`config.mk`:
```
export PLATFORM = sky130hd
export DESIGN_NAME = eeprom_serial_test_port
export DESIGN_NICKNAME = d
export VERILOG_FILES = /design/src/rtl/estp_pkg.sv /design/src/rtl/estp_mode_reg.sv /design/src/rtl/estp_addr_counter.sv /design/src/rtl/estp_byte_engine.sv /design/src/rtl/eeprom_serial_test_port.sv
export SDC_FILE = /design/constraint.sdc
export NUM_CORES = 1
export LEC_CHECK = 0
export ABC_AREA = 1
export ABC_CLOCK_PERIOD_IN_PS = 3600
export BUFFER_PORTS_ARGS = -buffer_cell sky130_fd_sc_hd__buf_4
export CAP_MARGIN = 20
export CORE_ASPECT_RATIO = 2
export CORE_UTILIZATION = 39
export CTS_CLUSTER_DIAMETER = 60
export CTS_CLUSTER_SIZE = 40
export DETAILED_ROUTE_END_ITERATION = 8
export GPL_TIMING_DRIVEN = 0
export SYNTH_ARGS = -nofsm -noshare
export SYNTH_HDL_FRONTEND = slang
export SYNTH_SLANG_ARGS = --single-unit
```
`constraint.sdc`:
```
create_clock -name clk -period 3.6 [get_ports clk]
set_input_delay 0 -clock clk [delete_from_list [all_inputs] [get_ports clk]]
set_output_delay 0 -clock clk [all_outputs]
set_load 0.1 [all_outputs]
```
`src/rtl/estp_pkg.sv`:
```
package estp_pkg;
   localparam int CODE_W = 8;
   localparam logic [CODE_W-1:0] CODE_NORMAL   = 8'h00;
   localparam logic [CODE_W-1:0] CODE_PLAIN    = 8'h01;
   localparam logic [CODE_W-1:0] CODE_BLOCK    = 8'h03;
   localparam logic [CODE_W-1:0] CODE_EVEN     = 8'h04;
   localparam logic [CODE_W-1:0] CODE_ODD      = 8'h05;
   localparam logic [CODE_W-1:0] CODE_PRESET   = 8'h06;
   localparam logic [CODE_W-1:0] CODE_MARGIN   = 8'h07;
   localparam logic [CODE_W-1:0] CODE_BYTEMODE = 8'h21;

   typedef enum logic [1:0] {PH_IDLE, PH_WAIT, PH_BUSY, PH_READY} phase_t;

   typedef struct packed {
      logic active;
      logic blk;
      logic even;
      logic odd;
      logic margin;
      logic bytemd;
   } mode_flags_t;
endpackage

```
`src/rtl/estp_mode_reg.sv`:
```
module estp_mode_reg
   import estp_pkg::*;
(
   input  logic        clk,
   input  logic        rst_n,
   input  logic        test_en,
   input  logic        tst,
   input  logic        ser_clk,
   input  logic        io_in,
   output mode_flags_t flags,
   output logic        preset,
   output logic        tst_ok
);
   logic [CODE_W-1:0] sh_q;
   logic [CODE_W-1:0] mode_q;
   logic              tst_q;
   logic              take;

   assign tst_ok = tst & test_en;
   assign take   = tst_q & ~tst & test_en;
   assign preset = take & (sh_q == CODE_PRESET);

   always_ff @(posedge clk or negedge rst_n) begin
      if (!rst_n) begin
         sh_q   <= '0;
         mode_q <= CODE_NORMAL;
         tst_q  <= 1'b0;
      end else begin
         tst_q <= tst_ok;
         if (tst_ok && ser_clk)
            sh_q <= {io_in, sh_q[CODE_W-1:1]};
         if (take)
            mode_q <= sh_q;
      end
   end

   always_comb begin
      flags = '0;
      case (mode_q)
         CODE_PLAIN:    flags.active = 1'b1;
         CODE_PRESET:   flags.active = 1'b1;
         CODE_BLOCK:    begin flags.active = 1'b1; flags.blk    = 1'b1; end
         CODE_EVEN:     begin flags.active = 1'b1; flags.even   = 1'b1; end
         CODE_ODD:      begin flags.active = 1'b1; flags.odd    = 1'b1; end
         CODE_MARGIN:   begin flags.active = 1'b1; flags.margin = 1'b1; end
         CODE_BYTEMODE: begin flags.active = 1'b1; flags.bytemd = 1'b1; end
         default:       flags = '0;
      endcase
   end

   assert_mode_on_fall_R1: assert property (@(posedge clk) disable iff (!rst_n)
      !$stable(mode_q) |-> ($past(tst_q) && !$past(tst)));

   assert_qualifier_hold_R12: assert property (@(posedge clk) disable iff (!rst_n)
      !test_en |=> $stable(mode_q));
endmodule

```
`src/rtl/estp_addr_counter.sv`:
```
module estp_addr_counter #(
   parameter int ADDR_W = 13
) (
   input  logic              clk,
   input  logic              rst_n,
   input  logic              preset,
   input  logic              advance,
   output logic [ADDR_W-1:0] addr_next
);
   localparam logic [ADDR_W-1:0] TOP = {ADDR_W{1'b1}};
   localparam logic [ADDR_W-1:0] ONE = ADDR_W'(1);

   logic [ADDR_W-1:0] last_q;

   always_ff @(posedge clk or negedge rst_n) begin
      if (!rst_n)
         last_q <= TOP;
      else if (preset)
         last_q <= TOP;
      else if (advance)
         last_q <= last_q + ONE;
   end

   assign addr_next = last_q + ONE;

   assert_preset_zero_R4: assert property (@(posedge clk) disable iff (!rst_n)
      preset |=> (addr_next == '0));

   assert_wrap_step_R6: assert property (@(posedge clk) disable iff (!rst_n)
      (advance && !preset) |=> (addr_next == $past(addr_next) + ONE));
endmodule

```
`src/rtl/estp_byte_engine.sv`:
```
module estp_byte_engine
   import estp_pkg::*;
#(
   parameter int ADDR_W = 13,
   parameter int BYTE_W = 8
) (
   input  logic              clk,
   input  logic              rst_n,
   input  logic              active,
   input  logic              tst_ok,
   input  logic              rbw,
   input  logic              ser_clk,
   input  logic              io_in,
   input  logic [BYTE_W-1:0] mem_rdata,
   input  logic              mem_busy,
   input  logic [ADDR_W-1:0] addr_next,
   output logic              advance,
   output logic              io_out,
   output logic              io_oe,
   output logic              mem_load,
   output logic              mem_read,
   output logic              mem_clock,
   output logic [BYTE_W-1:0] mem_wdata,
   output logic [ADDR_W-1:0] wr_addr
);
   localparam int BIT_W = $clog2(BYTE_W);
   localparam logic [BIT_W-1:0] LAST_BIT = BIT_W'(BYTE_W - 1);

   phase_t            ph_q;
   logic [BIT_W-1:0]  bc_q;
   logic [BYTE_W-1:0] sh_q;
   logic              rbw_q;
   logic              loaded_q;
   logic              clk_q;
   logic [BYTE_W-1:0] wdata_q;
   logic [ADDR_W-1:0] waddr_q;
   logic              port_ok;
   logic              rbw_edge;
   logic              step;
   logic [BYTE_W-1:0] sh_d;

   assign port_ok  = active & ~tst_ok & (ph_q == PH_IDLE);
   assign rbw_edge = rbw ^ rbw_q;
   assign step     = port_ok & ser_clk & ~rbw_edge;
   assign advance  = step & (bc_q == LAST_BIT);
   assign sh_d     = {io_in, sh_q[BYTE_W-1:1]};

   always_ff @(posedge clk or negedge rst_n) begin
      if (!rst_n) begin
         ph_q     <= PH_IDLE;
         bc_q     <= '0;
         sh_q     <= '0;
         rbw_q    <= 1'b0;
         loaded_q <= 1'b0;
         clk_q    <= 1'b0;
         wdata_q  <= '0;
         waddr_q  <= '0;
      end else begin
         rbw_q <= rbw;
         clk_q <= 1'b0;
         case (ph_q)
            PH_IDLE: begin
               if (!port_ok) begin
                  bc_q     <= '0;
                  loaded_q <= 1'b0;
               end else if (rbw_edge) begin
                  bc_q     <= '0;
                  loaded_q <= 1'b0;
                  if (!rbw && loaded_q)
                     ph_q <= PH_WAIT;
               end else if (ser_clk) begin
                  bc_q <= bc_q + 1'b1;
                  if (rbw) begin
                     sh_q <= sh_d;
                     if (bc_q == LAST_BIT) begin
                        wdata_q  <= sh_d;
                        waddr_q  <= addr_next;
                        clk_q    <= 1'b1;
                        loaded_q <= 1'b1;
                     end
                  end
               end
            end
            PH_WAIT:  if (mem_busy) ph_q <= PH_BUSY;
            PH_BUSY:  if (!mem_busy) ph_q <= PH_READY;
            default: begin
               bc_q <= '0;
               if ((rbw && !rbw_q) || tst_ok)
                  ph_q <= PH_IDLE;
            end
         endcase
      end
   end

   assign mem_load  = port_ok & rbw;
   assign mem_read  = port_ok & ~rbw;
   assign mem_clock = clk_q;
   assign mem_wdata = wdata_q;
   assign wr_addr   = waddr_q;
   assign io_oe     = (ph_q != PH_IDLE) | mem_read;
   assign io_out    = (ph_q == PH_IDLE) ? mem_rdata[bc_q] : (ph_q == PH_READY);

   assert_single_strobe_R7: assert property (@(posedge clk) disable iff (!rst_n)
      mem_clock |=> !mem_clock);

   assert_busy_level_R8: assert property (@(posedge clk) disable iff (!rst_n)
      ($fell(rbw) && loaded_q && port_ok) |=> (io_oe && !io_out));

   assert_no_drive_in_load_R11: assert property (@(posedge clk) disable iff (!rst_n)
      mem_load |-> !io_oe);

   assert_empty_close_R9: assert property (@(posedge clk) disable iff (!rst_n)
      ($fell(rbw) && !loaded_q && (ph_q == PH_IDLE)) |=> (ph_q == PH_IDLE));
endmodule

```
`src/rtl/eeprom_serial_test_port.sv`:
```
module eeprom_serial_test_port
   import estp_pkg::*;
#(
   parameter int ADDR_W = 13,
   parameter int BYTE_W = 8
) (
   input  logic              clk,
   input  logic              rst_n,
   input  logic              test_en,
   input  logic              tst,
   input  logic              rbw,
   input  logic              ser_clk,
   input  logic              io_in,
   output logic              io_out,
   output logic              io_oe,
   output logic [ADDR_W-1:0] mem_addr,
   output logic [BYTE_W-1:0] mem_wdata,
   input  logic [BYTE_W-1:0] mem_rdata,
   input  logic              mem_busy,
   output logic              mem_load,
   output logic              mem_clock,
   output logic              mem_read,
   output logic              mem_blkmd,
   output logic              mem_blkdat,
   output logic              mem_blke,
   output logic              mem_blko,
   output logic              mem_margin,
   output logic              mem_bytemd
);
   localparam int BIT_W = $clog2(BYTE_W);

   generate
      if (ADDR_W < 2 || ADDR_W > 24) begin : g_bad_addr
         $error("ADDR_W must lie in 2..24");
      end
      if (BYTE_W < 2 || (1 << BIT_W) != BYTE_W) begin : g_bad_byte
         $error("BYTE_W must be a power of two of at least 2");
      end
   endgenerate

   mode_flags_t       flags;
   logic              preset;
   logic              tst_ok;
   logic              advance;
   logic [ADDR_W-1:0] addr_next;
   logic [ADDR_W-1:0] wr_addr;

   estp_mode_reg u_mode (
      .clk     (clk),
      .rst_n   (rst_n),
      .test_en (test_en),
      .tst     (tst),
      .ser_clk (ser_clk),
      .io_in   (io_in),
      .flags   (flags),
      .preset  (preset),
      .tst_ok  (tst_ok)
   );

   estp_addr_counter #(.ADDR_W(ADDR_W)) u_ctr (
      .clk       (clk),
      .rst_n     (rst_n),
      .preset    (preset),
      .advance   (advance),
      .addr_next (addr_next)
   );

   estp_byte_engine #(.ADDR_W(ADDR_W), .BYTE_W(BYTE_W)) u_eng (
      .clk       (clk),
      .rst_n     (rst_n),
      .active    (flags.active),
      .tst_ok    (tst_ok),
      .rbw       (rbw),
      .ser_clk   (ser_clk),
      .io_in     (io_in),
      .mem_rdata (mem_rdata),
      .mem_busy  (mem_busy),
      .addr_next (addr_next),
      .advance   (advance),
      .io_out    (io_out),
      .io_oe     (io_oe),
      .mem_load  (mem_load),
      .mem_read  (mem_read),
      .mem_clock (mem_clock),
      .mem_wdata (mem_wdata),
      .wr_addr   (wr_addr)
   );

   assign mem_addr   = mem_clock ? wr_addr : addr_next;
   assign mem_blkdat = mem_wdata[0];
   assign mem_blkmd  = flags.blk;
   assign mem_blke   = flags.even;
   assign mem_blko   = flags.odd;
   assign mem_margin = flags.margin;
   assign mem_bytemd = flags.bytemd;

   assert_inactive_quiet_R2: assert property (@(posedge clk) disable iff (!rst_n)
      !flags.active |-> (!mem_load && !mem_read));

   assert_one_flag_R3: assert property (@(posedge clk) disable iff (!rst_n)
      $onehot0({mem_blkmd, mem_blke, mem_blko, mem_margin, mem_bytemd}));
endmodule

```
## After elaboration in Yosys (flattened, before gate mapping)

Index checks and enable logic that the tools add are counted.

- Bits in registers: 67
- Input bits: 16
- Output and inout port bits: 32
- Logic and storage cells: 105

- Add/subtract/negate cells: 2
- Magnitude comparators: 1
- Eq/ne operators: 21
- Multiplexer cells: 34
- Bitwise operators: 18
- Reduce and logical (&&, ||, !) cells: 17

Operator list:

| cell | count |
|---|---|
| 8-bit by 3-bit equality test with 1-bit output (second input constant) | 5 |
| 13-bit two-way mux | 3 |
| 1-bit two-way mux | 19 |
| 13-bit by 1-bit adder with 13-bit output (second input constant) | 1 |
| 2-bit two-way mux | 6 |
| 6-bit AND reduction | 2 |
| 1-bit AND | 11 |
| 3-bit two-way mux | 3 |
| 3-bit inequality test (second input constant) | 3 |
| 8-bit by 1-bit equality test with 1-bit output (second input constant) | 1 |
| 8-bit by 2-bit equality test with 1-bit output (second input constant) | 1 |
| 8-bit by 6-bit equality test with 1-bit output (second input constant) | 1 |
| 7-bit OR reduction | 1 |
| 2-bit inequality test (second input constant) | 3 |
| 2-bit case mux with 3 select lines | 1 |
| 3-bit case mux with 2 select lines | 1 |
| 1-bit inverter | 5 |
| 5-bit AND reduction | 1 |
| 2-bit equality test (second input constant) | 2 |
| 3-bit by 4-bit < comparator with 1-bit output (second input constant) | 1 |
| 2-bit by 1-bit inequality test with 1-bit output (second input constant) | 2 |
| 4-bit inequality test (second input constant) | 1 |
| 4-bit AND reduction | 1 |
| 2-bit nonzero test | 2 |
| other kinds (13) | 16 |

## Logic depth before layout (Yosys ltp)

Gate-level depths: netlist (run 1).

- Word-level depth: 10
- Gate-level depth with buffers: 13
- Depth with buffers taken out: 12

## Cells and area by module

A second synthesis (run 1) with hierarchy kept.

- Cell total of the unflattened synthesis: 459
- Area total of the unflattened synthesis: 3558.4 um2

By module, submodules not included:

| module | instances | cells an instance | area an instance (um2) | seq. area each (um2) |
|---|---|---|---|---|
| estp_byte_engine | 1 | 205 | 1681.6 | 900.9 |
| estp_addr_counter | 1 | 115 | 858.3 | 341.6 |
| estp_mode_reg | 1 | 96 | 842.1 | 425.4 |
| eeprom_serial_test_port | 1 | 43 | 176.4 | 0.0 |

## Worst setup path before layout (run 1)

No wires, ideal clock.

- Path type: register -> output
- From: reg u_ctr.last_q[0]
- To: out mem_addr[12]
- Arrival: 3.647 ns
- Required time: 3.600 ns
- Setup slack: -0.047 ns
- Cell stages (with the launch flop): 10
- Buffers on the path: 0
- Cell sequence: dfstp_2 ha_1 nand2_1 nor2_2 nand3_1 nor3_2 nand2_1 xnor2_1 inv_1 o21ai_0

- Longest elaborated chain between the ends: 2

RTL lines:

| what | RTL line | source |
|---|---|---|
| start: declaration | estp_addr_counter.sv:13 | `logic [ADDR_W-1:0] last_q;` |
| start signal: assignment | estp_addr_counter.sv:21 | `last_q <= last_q + ONE;` |
| 13-bit by 1-bit adder with 13-bit output | estp_addr_counter.sv:24 | `assign addr_next = last_q + ONE;` |
| 13-bit two-way mux | eeprom_serial_test_port.sv:89 | `assign mem_addr = mem_clock ? wr_addr : addr_next;` |
| end: declaration | eeprom_serial_test_port.sv:16 | `output logic [ADDR_W-1:0] mem_addr,` |

No other way between the ends.

## Final worst setup path (run 1)

Ends and elaborated chain as after synthesis.

==> impl_metrics.yaml, run 1 <==
placed_design:
  dpl_cell_area_um2: 4170
  place_congestion: 0.826
  dp_hpwl_um: 6190
  numPortBuffers: 47
detailed_routing:
  drc: 4
  drtPass1Iterations: 7
  ant_nets: 0
  num_vias: 3014
  avgRoutedWirePerCell_um: 13.4
  wirelength_um: 8170
  avgViaCountPerCell: 4.93
  drtIter0Drc: 148
power:
  power.leakage_nw: 2.17
  combPwrFrac_pct: 30.8
  powerDensity_nw_per_um2: 573
  p_clk_share_pct: 33.4
  power.share.switching_pct: 39.0
  ir_drop_mv: 0.338
  power.switching_mw: 1.00
  intPower_mw: 1.57
  pwr-share-seq_pct: 35.8
cells_and_area:
  post-route-util_pct: 49.5
  final_cell_mix: "nand2_1 (112), inv_1 (55), dfrtp_1 (53), buf_4 (48), o21ai_0 (40)"
  area_growth_pct: 21.9
  drive_above_1_share_pct: 26.9
  diodes: 0
  final_cell_area_um2: 4490
  final_common_cell: "nand2_1"
  nets: 531
grt:
  grt_pass1_vias: 3011
  antenna_found_initial: 0
  track_usage_pct: 18.6
  gr-total-overflow: 0
  grt_pass1_wl_um: 14200
  grt_max_degree: 67
yosys:
  yosysTopAreaCell: "dfrtp_1"
  netlist_area_um2: 3680
  yosys-top-cells-area: "dfrtp_1 (36%), nand2_1 (11%), dfstp_2 (9.3%), o21ai_2 (6.9%), o21ai_0 (5.7%)"
  synthCells: 442
  syn_avg_cell_area_um2: 8.34
  netlist.area_leader.share_pct: 36.0
  synth_cell_types: 35
  synth_nets: 469
  synth_seq_cells: 66
  synth_warnings: 0
  yosysSeqAreaShare_pct: 45.3
status:
  status: "complete, but fails checks"
  violations: "DRC"
setup_path:
  criticalPathCategory: "flip-flop to output pin"
  regToRegSetupSlack_ns: 1.47
  reg2regPathDepth: 9
  start_kind: "flip-flop"
  reg2reg_from: "u_ctr.last_q[0]"
  cp.arrival_ns: 2.74
  cp.required_ns: 3.60
  cp-end-kind: "output pin"
  path_max_fanout: 5
  rr_endpoint: "u_eng.wr_addr[12]"
clocking:
  cts_buffers: 9
  cts-root-buf: "clkbuf_16"
  clk_path_buf_depth: 2
  cts_resized: 0
  clk_pin_slew_worst_paths_ns: 0.06
  cts_tree: "yes"
  cts_htree_levels: 3
  clock_latency_ns: 0.34
  cts_sinks: 66
hold_path:
  holdPathEnd: "u_mode.mode_q[2]"
  min_from: "test_en"
  min_path_type: "input pin to flip-flop"
  min_delay_path_depth: 5
timing:
  setup-tns-final_ns: 0
  post-route-period-util_pct: 76.2
  slew_viol_final: 0
  worstMarginPinSlew_ns: 0.860
  skew_ns: 0.00561
  period_needed_ns: 2.74
  setup_viol: 0
  hold_violations: 0
  slew_headroom_pct: 42.7
  rsz0062_at_grt: "no"
  max_freq_ghz: 0.365
die:
  std_cell_rows: 49
  die_w_um: 70.7
  die_h_um: 139
  fp.coreArea_um2: 9070
  pin_count: 48
  start_util_pct: 40.6
  die-area_um2: 9860
job:
  maxCapViolations: 0
## power groups by stage
stage / Sequential (mW) / Clock (mW) / Combinational, mW
3_3_place_gp: 0.929 / 0 / 0.788
3_5_place_dp: 0.934 / 0 / 0.797
6_report: 0.921 / 0.859 / 0.792
2_1_floorplan: 0.915 / 0 / 0.630
4_1_cts: 0.921 / 0.873 / 0.803
5_1_grt: 0.935 / 0.908 / 0.857
## registers in the layout (all words and copies together), names as in the netlist
name             count
u_eng.loaded_q       1
u_ctr.last_q        13
u_eng.mem_wdata      8
u_eng.mem_clock      1
u_eng.ph_q           2
u_eng.wr_addr       13
u_mode.mode_q        8
u_eng.bc_q           3
u_eng.sh_q           7
u_mode.tst_q         1
u_mode.sh_q          8
u_eng.rbw_q          1
## cells in the mapped netlist, drive strengths merged
| master | number |
|---|---|
| nand2 | 119 |
| o21ai | 73 |
| inv | 64 |
| dfrtp | 53 |
| nand3 | 36 |
| nor2 | 24 |
| dfstp | 13 |
| ha | 11 |
| buf | 7 |
| a21oi | 6 |
| nand4 | 6 |
| nor3 | 6 |
| clkbuf | 5 |
| xor2 | 5 |
| nor4 | 4 |
| xnor2 | 3 |
| mux2i | 2 |
| o211ai | 2 |
| nand3b | 1 |
| o21bai | 1 |
| or2 | 1 |
## stage by stage
step	hold slack (ns)	power, mW	setup WS (ns)	cells
floorplan	-0.296	1.55	0.147	442
global placement	0.163	1.72	1.19	591
detailed placement	0.164	1.73	1.16	591
CTS	0.0765	2.60	0.792	611
global route	0.103	2.70	0.670	611
finish	0.0799	2.57	0.857	611
## repair_timing
| item | in CTS | in global routing |
|---|---|---|
| buffers inserted | 0 | 0 |
| hold endpoints to repair | 59 | 0 |
| hold buffers | 4 | 0 |
## logic make-up (layout without fill, tap and decap cells)
kind of cell	Yosys count	in the layout	synth area share (%)
buffers and inverters	76	143	9.03
DFF	66	66	45.3
adders and majority gates	11	11	3.74
xor gates and xnor gates	8	8	1.90
and+or+nand+nor	197	197	25.2
AOI/OAI and AO/OA	82	82	14.3
muxes	2	2	0.543
## critical path, stage by stage, from the launching register on
cell and delay (ns):
dfstp_2 0.58, ha_1 0.20, nand2_1 0.09, nor2_2 0.12, nand3_1 0.13, nor3_2 0.23
nand2_1 0.11, xnor2_1 0.33, inv_1 0.12, o21ai_1 0.17, buf_4 0.31
## worst max-delay path by stage
stage,start,slack [ns],endpoint,cells past startpoint
floorplan,u_ctr.last_q[0],0.15,mem_addr[8],7
global placement,u_ctr.last_q[0],1.19,mem_addr[12],10
detailed placement,u_ctr.last_q[0],1.16,mem_addr[12],10
CTS,u_ctr.last_q[0],0.79,mem_addr[12],10
global route,u_ctr.last_q[0],0.67,mem_addr[12],10
finish,u_ctr.last_q[0],0.86,mem_addr[12],10
## area by class of cell
| class | instances | area, um2 |
|---|---|---|
| fillers | 881 | 4580 |
| multi-input cells | 300 | 1680 |
| flip-flops and latches | 66 | 1670 |
| repair buffers | 51 | 393 |
| inverters | 64 | 245 |
| clock buffers | 11 | 233 |
| well taps | 102 | 128 |
| plain buffers | 12 | 87.6 |
| clock inverters | 5 | 55.1 |
## routing by layer
layer / wire length [um] / track usage [%] / vias up
li1: - / - / 1555
met1: 3170 / 20.2 / 1410
met2: 4590 / 34.1 / 38
met3: 238 / 3.62 / 11
met4: 170 / 8.21 / 0
met5: 0 / 0 / -
Power figures use the tool's default switching activity.
==> run 2, diff against run 1 <==
- ABC_CLOCK_PERIOD_IN_PS: 3600 -> 2650
- clock period: 3.6 -> 2.65 ns (I/O delays scaled with it)
==> run 2 against run 1 <==
  * The flow still finishes with violations (DRC)
  * Non-clock buffer count rose by 4
  * Global-route usage is 0.44 points lower
  * First-iteration DRC count grew 0.68%
  * Total power rose by 41%
  * Hold slack better by 0.013 ns
  * Clock skew about the same
  * Cell count is 0.49% higher
  * Flip-flop and latch count did not move
  * Critical path type unchanged
  * Critical endpoint unchanged
  * Largest power group is now the clock network
==> impl_metrics.yaml, run 2 (synthesis results as in run 1) <==
grt:
  grt_use_met3_pct: 3.04
  track_usage_pct: 18.2
  grt_max_degree: 67
  top_usage_layer: "met2"
  gr-total-overflow: 0
  grt_use_met2_pct: 35.7
  grt_pass1_vias: 3179
  met1_usage_pct: 18.1
  grt_pass1_wl_um: 14100
  antenna_found_initial: 0
timing:
  post-route-period-util_pct: 94.3
  worstMarginPinSlew_ns: 0.855
  max_freq_ghz: 0.400
  final.setup.worst_slack_ns: 0.150
  setup_viol: 0
  skew_ns: 0.00563
  setup-tns-final_ns: 0
  hold_violations: 0
  rsz0062_at_grt: "no"
  period_needed_ns: 2.50
  slew_headroom_pct: 43.0
  slew_viol_final: 0
setup_path:
  start_kind: "flip-flop"
  cp_slowest_cell: "dfstp_2"
  path_cells: "ha_1 > nand2_1 > nor2_2 > nand3_2 > nor3_4 > nand2_2 > xnor2_2 > inv_1 > o21ai_1 > buf_6"
  cp-end-kind: "output pin"
  cp.required_ns: 2.65
  path_max_fanout: 3
  criticalPathCategory: "flip-flop to output pin"
  critPathLaunch: "u_ctr.last_q[0]"
  cp.arrival_ns: 2.50
  reg2reg_from: "u_ctr.last_q[0]"
  slowest_delay_ns: 0.54
cells_and_area:
  seq_area_um2: 1670
  final_common_cell: "nand2_1"
  nets: 535
  drive_above_1_share_pct: 28.7
  n_fill_cell: 891
  area_growth_pct: 24.8
  multi_input_area_um2: 1720
  final_cell_area_um2: 4600
  final_cell_mix: "nand2_1 (111), inv_1 (55), dfrtp_1 (53), buf_4 (51), nand3_1 (33)"
  diodes: 0
placed_design:
  numPortBuffers: 47
  place_congestion: 0.827
  dpl_cell_area_um2: 4180
  post-place-ws_ns: 0.245
  dp_hpwl_um: 6220
die:
  die_h_um: 139
  std_cell_rows: 49
  pin_count: 48
  start_util_pct: 40.6
  die_w_um: 70.7
  die-area_um2: 9860
  fp.coreArea_um2: 9070
clocking:
  clk_path_buf_depth: 2
  clk_pin_slew_worst_paths_ns: 0.05
  cts_sinks: 66
  cts_buffers: 9
  cts-root-buf: "clkbuf_16"
  clock_latency_ns: 0.33
  cts_htree_levels: 3
  cts_tree: "yes"
status:
  status: "complete, but fails checks"
  violations: "DRC"
detailed_routing:
  avgRoutedWirePerCell_um: 13.1
  drc: 8
  ant_nets: 0
  avgViaCountPerCell: 5.01
  num_vias: 3077
  drtIter0Drc: 149
  wirelength_um: 8060
  drtPass1Iterations: 6
hold_path:
  min_path_type: "input pin to flip-flop"
  min_from: "test_en"
job:
  maxCapViolations: 0
power:
  powerDensity_nw_per_um2: 791
  ir_drop_mv: 0.382
  power.leakage_nw: 2.24
-- run 2: worst paths after layout --
| check | cells past startpoint | endpoint | slack, ns |
|---|---|---|---|
| min in group asynchronous | 2 | u_mode.mode_q[4] | 0.33 |
| min | 5 | u_mode.mode_q[0] | 0.09 |
| min reg2reg | 2 | u_eng.mem_wdata[5] | 0.48 |
| max | 10 | mem_addr[12] | 0.15 |
| max in group asynchronous | 2 | u_eng.bc_q[0] | 1.77 |
| max reg2reg | 10 | u_ctr.last_q[8] | 0.68 |
-- run 2: cell type report --
class                   instances  area share, %
plain buffers                  12           1.90
clock buffers                  13           5.66
clock inverters                 2           1.31
inverters                      64           5.33
multi-input cells             300           37.5
flip-flops and latches         66           36.3
well taps                     102           2.78
repair buffers                 55           9.28
-- run 2: power by group --
part / switching (mW) / leakage (nW) / total (mW) / internal (mW)
sequential: 0.0932 / 0.850 / 1.25 / 1.16
clock: 0.401 / 0.156 / 1.27 / 0.869
combinational: 0.841 / 1.23 / 1.12 / 0.275
total: 1.33 / 2.24 / 3.64 / 2.30
-- run 2: repair_timing --
item,CTS,global route
endpoints found under the setup margin,1,2
buffers inserted,0,4
gates resized for setup,2,3
pin swaps,0,3
hold endpoints to repair,58,0
hold buffers,4,0
-- run 2: per-layer routing --
layer	part of all wire (%)	wire length [um]
met1	37	3010
met2	59	4750
met3	2.2	174
met4	1.6	129
met5	0	0
-- run 2: worst max-delay path: cells and delay by family (launching register included) --
family                   cells  cell delay (ns)
AND/OR/NAND/NOR              5             0.70
AO/OA/AOI/OAI                1             0.16
buffers and inverters        2             0.34
XOR/XNOR                     1             0.25
adder cells (fa/ha/maj)      1             0.18
flip-flops                   1             0.54
-- run 2: through the flow --
step | utilization, % | hold WS (ns) | std cells | total power, mW
2_1_floorplan | - | -0.296 | 442 | 2.11
3_3_place_gp | 46.1 | 0.163 | 591 | 2.34
3_5_place_dp | 46.1 | 0.168 | 591 | 2.36
4_1_cts | 50.2 | 0.0793 | 610 | 3.66
5_1_grt | 50.7 | 0.109 | 614 | 3.83
6_report | 50.7 | 0.0926 | 614 | 3.64
==> run 3, diff against run 2 <==
- ABC_AREA: 1 -> unset
==> run 3 against run 2 <==
  * The run now ends clean
  * Fmax increased by 2.7%
  * Clock power fell by 6%
  * Critical path depth fell by 4
  * Highest routed layer unchanged
  * Synthesized cell count is 33% lower
  * Sequential share of layout area is 1.0 points higher
  * Routed wire length is 3.9% lower
  * Clock skew grew 0.0012 ns
  * Flip-flop and latch count unchanged
  * Cell count shrank 24%
  * Register-to-register slack worse by 0.28 ns
  * Largest cell class unchanged
==> impl_metrics.yaml, run 3 <==
detailed_routing:
  drtPass1Iterations: 5
  avgRoutedWirePerCell_um: 16.6
  avgViaCountPerCell: 5.40
  num_vias: 2522
  drc: 0
  drtIter0Drc: 134
  wirelength_um: 7750
  ant_nets: 0
clocking:
  clk_path_buf_depth: 2
  cts_sinks: 66
  cts-root-buf: "clkbuf_16"
  clock_latency_ns: 0.33
  clk_pin_slew_worst_paths_ns: 0.06
  postCtsSetupBuffers: 0
  cts_buffers: 9
  cts_htree_levels: 3
  cts_tree: "yes"
timing:
  slew_headroom_pct: 42.7
  setup-tns-final_ns: 0
  post-route-period-util_pct: 91.9
  setup_viol: 0
  rsz0062_at_grt: "no"
  skew_ns: 0.00680
  period_needed_ns: 2.44
  final.setup.worst_slack_ns: 0.215
  hold_violations: 0
  max_freq_ghz: 0.411
  worstMarginPinSlew_ns: 0.859
  slew_viol_final: 0
  holdWs_ns: 0.0168
cells_and_area:
  drive_above_1_share_pct: 41.9
  final_cells: 467
  area_growth_pct: 23.3
  final_common_cell: "dfrtp_1"
  final_cell_mix: "dfrtp_1 (53), buf_4 (48), mux2_2 (37), nor2_1 (20), mux2_4 (19)"
  final_cell_area_um2: 4470
  nets: 387
  diodes: 0
yosys:
  synthCells: 298
  yosysTopAreaCell: "dfrtp_1"
  synth_warnings: 0
  yosys-top-cells-area: "dfrtp_1 (37%), mux2_2 (11%), dfstp_2 (9.4%), mux2_4 (7.9%), ha_1 (3.8%)"
  syn_avg_cell_area_um2: 12.2
  yosysSeqAreaShare_pct: 46.0
  synth-edff-count: 0
  synth_seq_cells: 66
  synth_ff_type: "dfrtp_1"
  synth_commonest_cells: "dfrtp_1 (53), mux2_2 (37), nor2_1 (20)"
  async_reset_ff_share_pct: 100
  netlist.area_leader.share_pct: 36.6
  synth.most_common_cell: "dfrtp_1"
  synth_nets: 325
  synth_cell_types: 49
  netlist_area_um2: 3620
placed_design:
  numPortBuffers: 46
  post-place-ws_ns: 0.331
  dpl_cell_area_um2: 4100
  place_congestion: 0.751
  dp_cells: 446
  dp_hpwl_um: 5600
grt:
  grt_max_degree: 67
  track_usage_pct: 17.7
  grt_pass1_wl_um: 13400
  grt_pass1_vias: 2729
  gr-total-overflow: 0
  antenna_found_initial: 0
die:
  start_util_pct: 40.2
  pin_count: 48
  die_w_um: 70.2
  die_h_um: 138
  fp.coreArea_um2: 9010
  std_cell_rows: 49
  die-area_um2: 9710
power:
  ir_drop_mv: 0.537
  power.leakage_nw: 2.14
  powerDensity_nw_per_um2: 730
setup_path:
  criticalPathCategory: "flip-flop to output pin"
  cp.arrival_ns: 2.44
  path_max_fanout: 8
  start_kind: "flip-flop"
  cp-end-kind: "output pin"
  cp.required_ns: 2.65
job:
  maxCapViolations: 0
hold_path:
  min_path_type: "input pin to flip-flop"
status:
  status: "completed"
[run 3: changes by cell type after synthesis, sizes merged, moves of 4 or more]
cell   delta
o21ai    -66
or3       +5
nor3b     +4
nor2      -4
mux2     +56
a21oi     -4
o31ai     +6
nand3    -23
or4       +4
and2      +7
nand2   -110
xnor2     +5
mux2i    +11
inv      -54
[run 3: final timing paths]
kind                                 start                 end  slack, ns  cells past startpoint
min in group asynchronous            rst_n    u_eng.wr_addr[5]       0.32                      2
min                                ser_clk    u_ctr.last_q[11]       0.02                      3
max                        u_ctr.last_q[0]        mem_addr[12]       0.21                      6
min reg2reg                 u_eng.loaded_q      u_eng.loaded_q       0.50                      1
max in group asynchronous            rst_n  u_eng.mem_wdata[0]       1.76                      2
max reg2reg                  u_eng.bc_q[0]    u_ctr.last_q[12]       0.40                      6
[run 3: per-layer routing]
metal | share of wire (%) | global-route usage (%) | vias to the layer above
met5 | 0 | 0 | -
met4 | 2.3 | 9.26 | 0
met3 | 2.5 | 2.77 | 14
met2 | 57 | 32.0 | 49
met1 | 39 | 19.4 | 1249
li1 | - | - | 1210
[run 3: metrics by stage]
stage	total power [mW]	utilization, %
finish	3.26	49.6
floorplan	1.86	-
detailed placement	2.09	45.5
CTS	3.31	49.5
global route	3.43	49.6
global placement	2.07	45.5
[run 3: layout make-up]
type	instances	area, um2
repair buffers	51	395
inverters	10	37.5
flip-flops and latches	66	1670
plain buffers	11	75.1
multi-input cells	211	1860
well taps	102	128
clock buffers	10	239
fillers	818	4540
clock inverters	6	66.3
[run 3: kinds of logic (layout without fill, tap and decap cells)]
family                     count (synthesis)  after routing  share of synthesized area (%)
and+or+nand+nor                           95             95                           15.4
muxes                                     71             71                           24.2
DFF                                       66             66                           46.0
AOI/OAI and AO/OA                         23             23                           4.83
buffers and inverters                     21             88                           3.11
adders and majority gates                 11             11                           3.80
xor gates and xnor gates                  11             11                           2.66
[run 3: power breakdown]
part | switching, mW | internal (mW)
clock | 0.443 | 0.754
combinational | 0.478 | 0.300
sequential | 0.150 | 1.13
[run 3: worst max-delay path, cell delays in order, from the launching register on]
cell     delay (ns)
dfstp_2        0.58
ha_1           0.24
nand3_2        0.22
nor4_2         0.38
xor2_1         0.22
mux2_2         0.18
buf_4          0.28
[run 3: repair_timing]
| item | 4_1_cts | 5_1_grt |
|---|---|---|
| gates resized for setup | 1 | 1 |
| endpoints found under the setup margin | 1 | 1 |
| pin swaps | 0 | 0 |
| hold endpoints to repair | 58 | 0 |
| hold buffers | 5 | 0 |
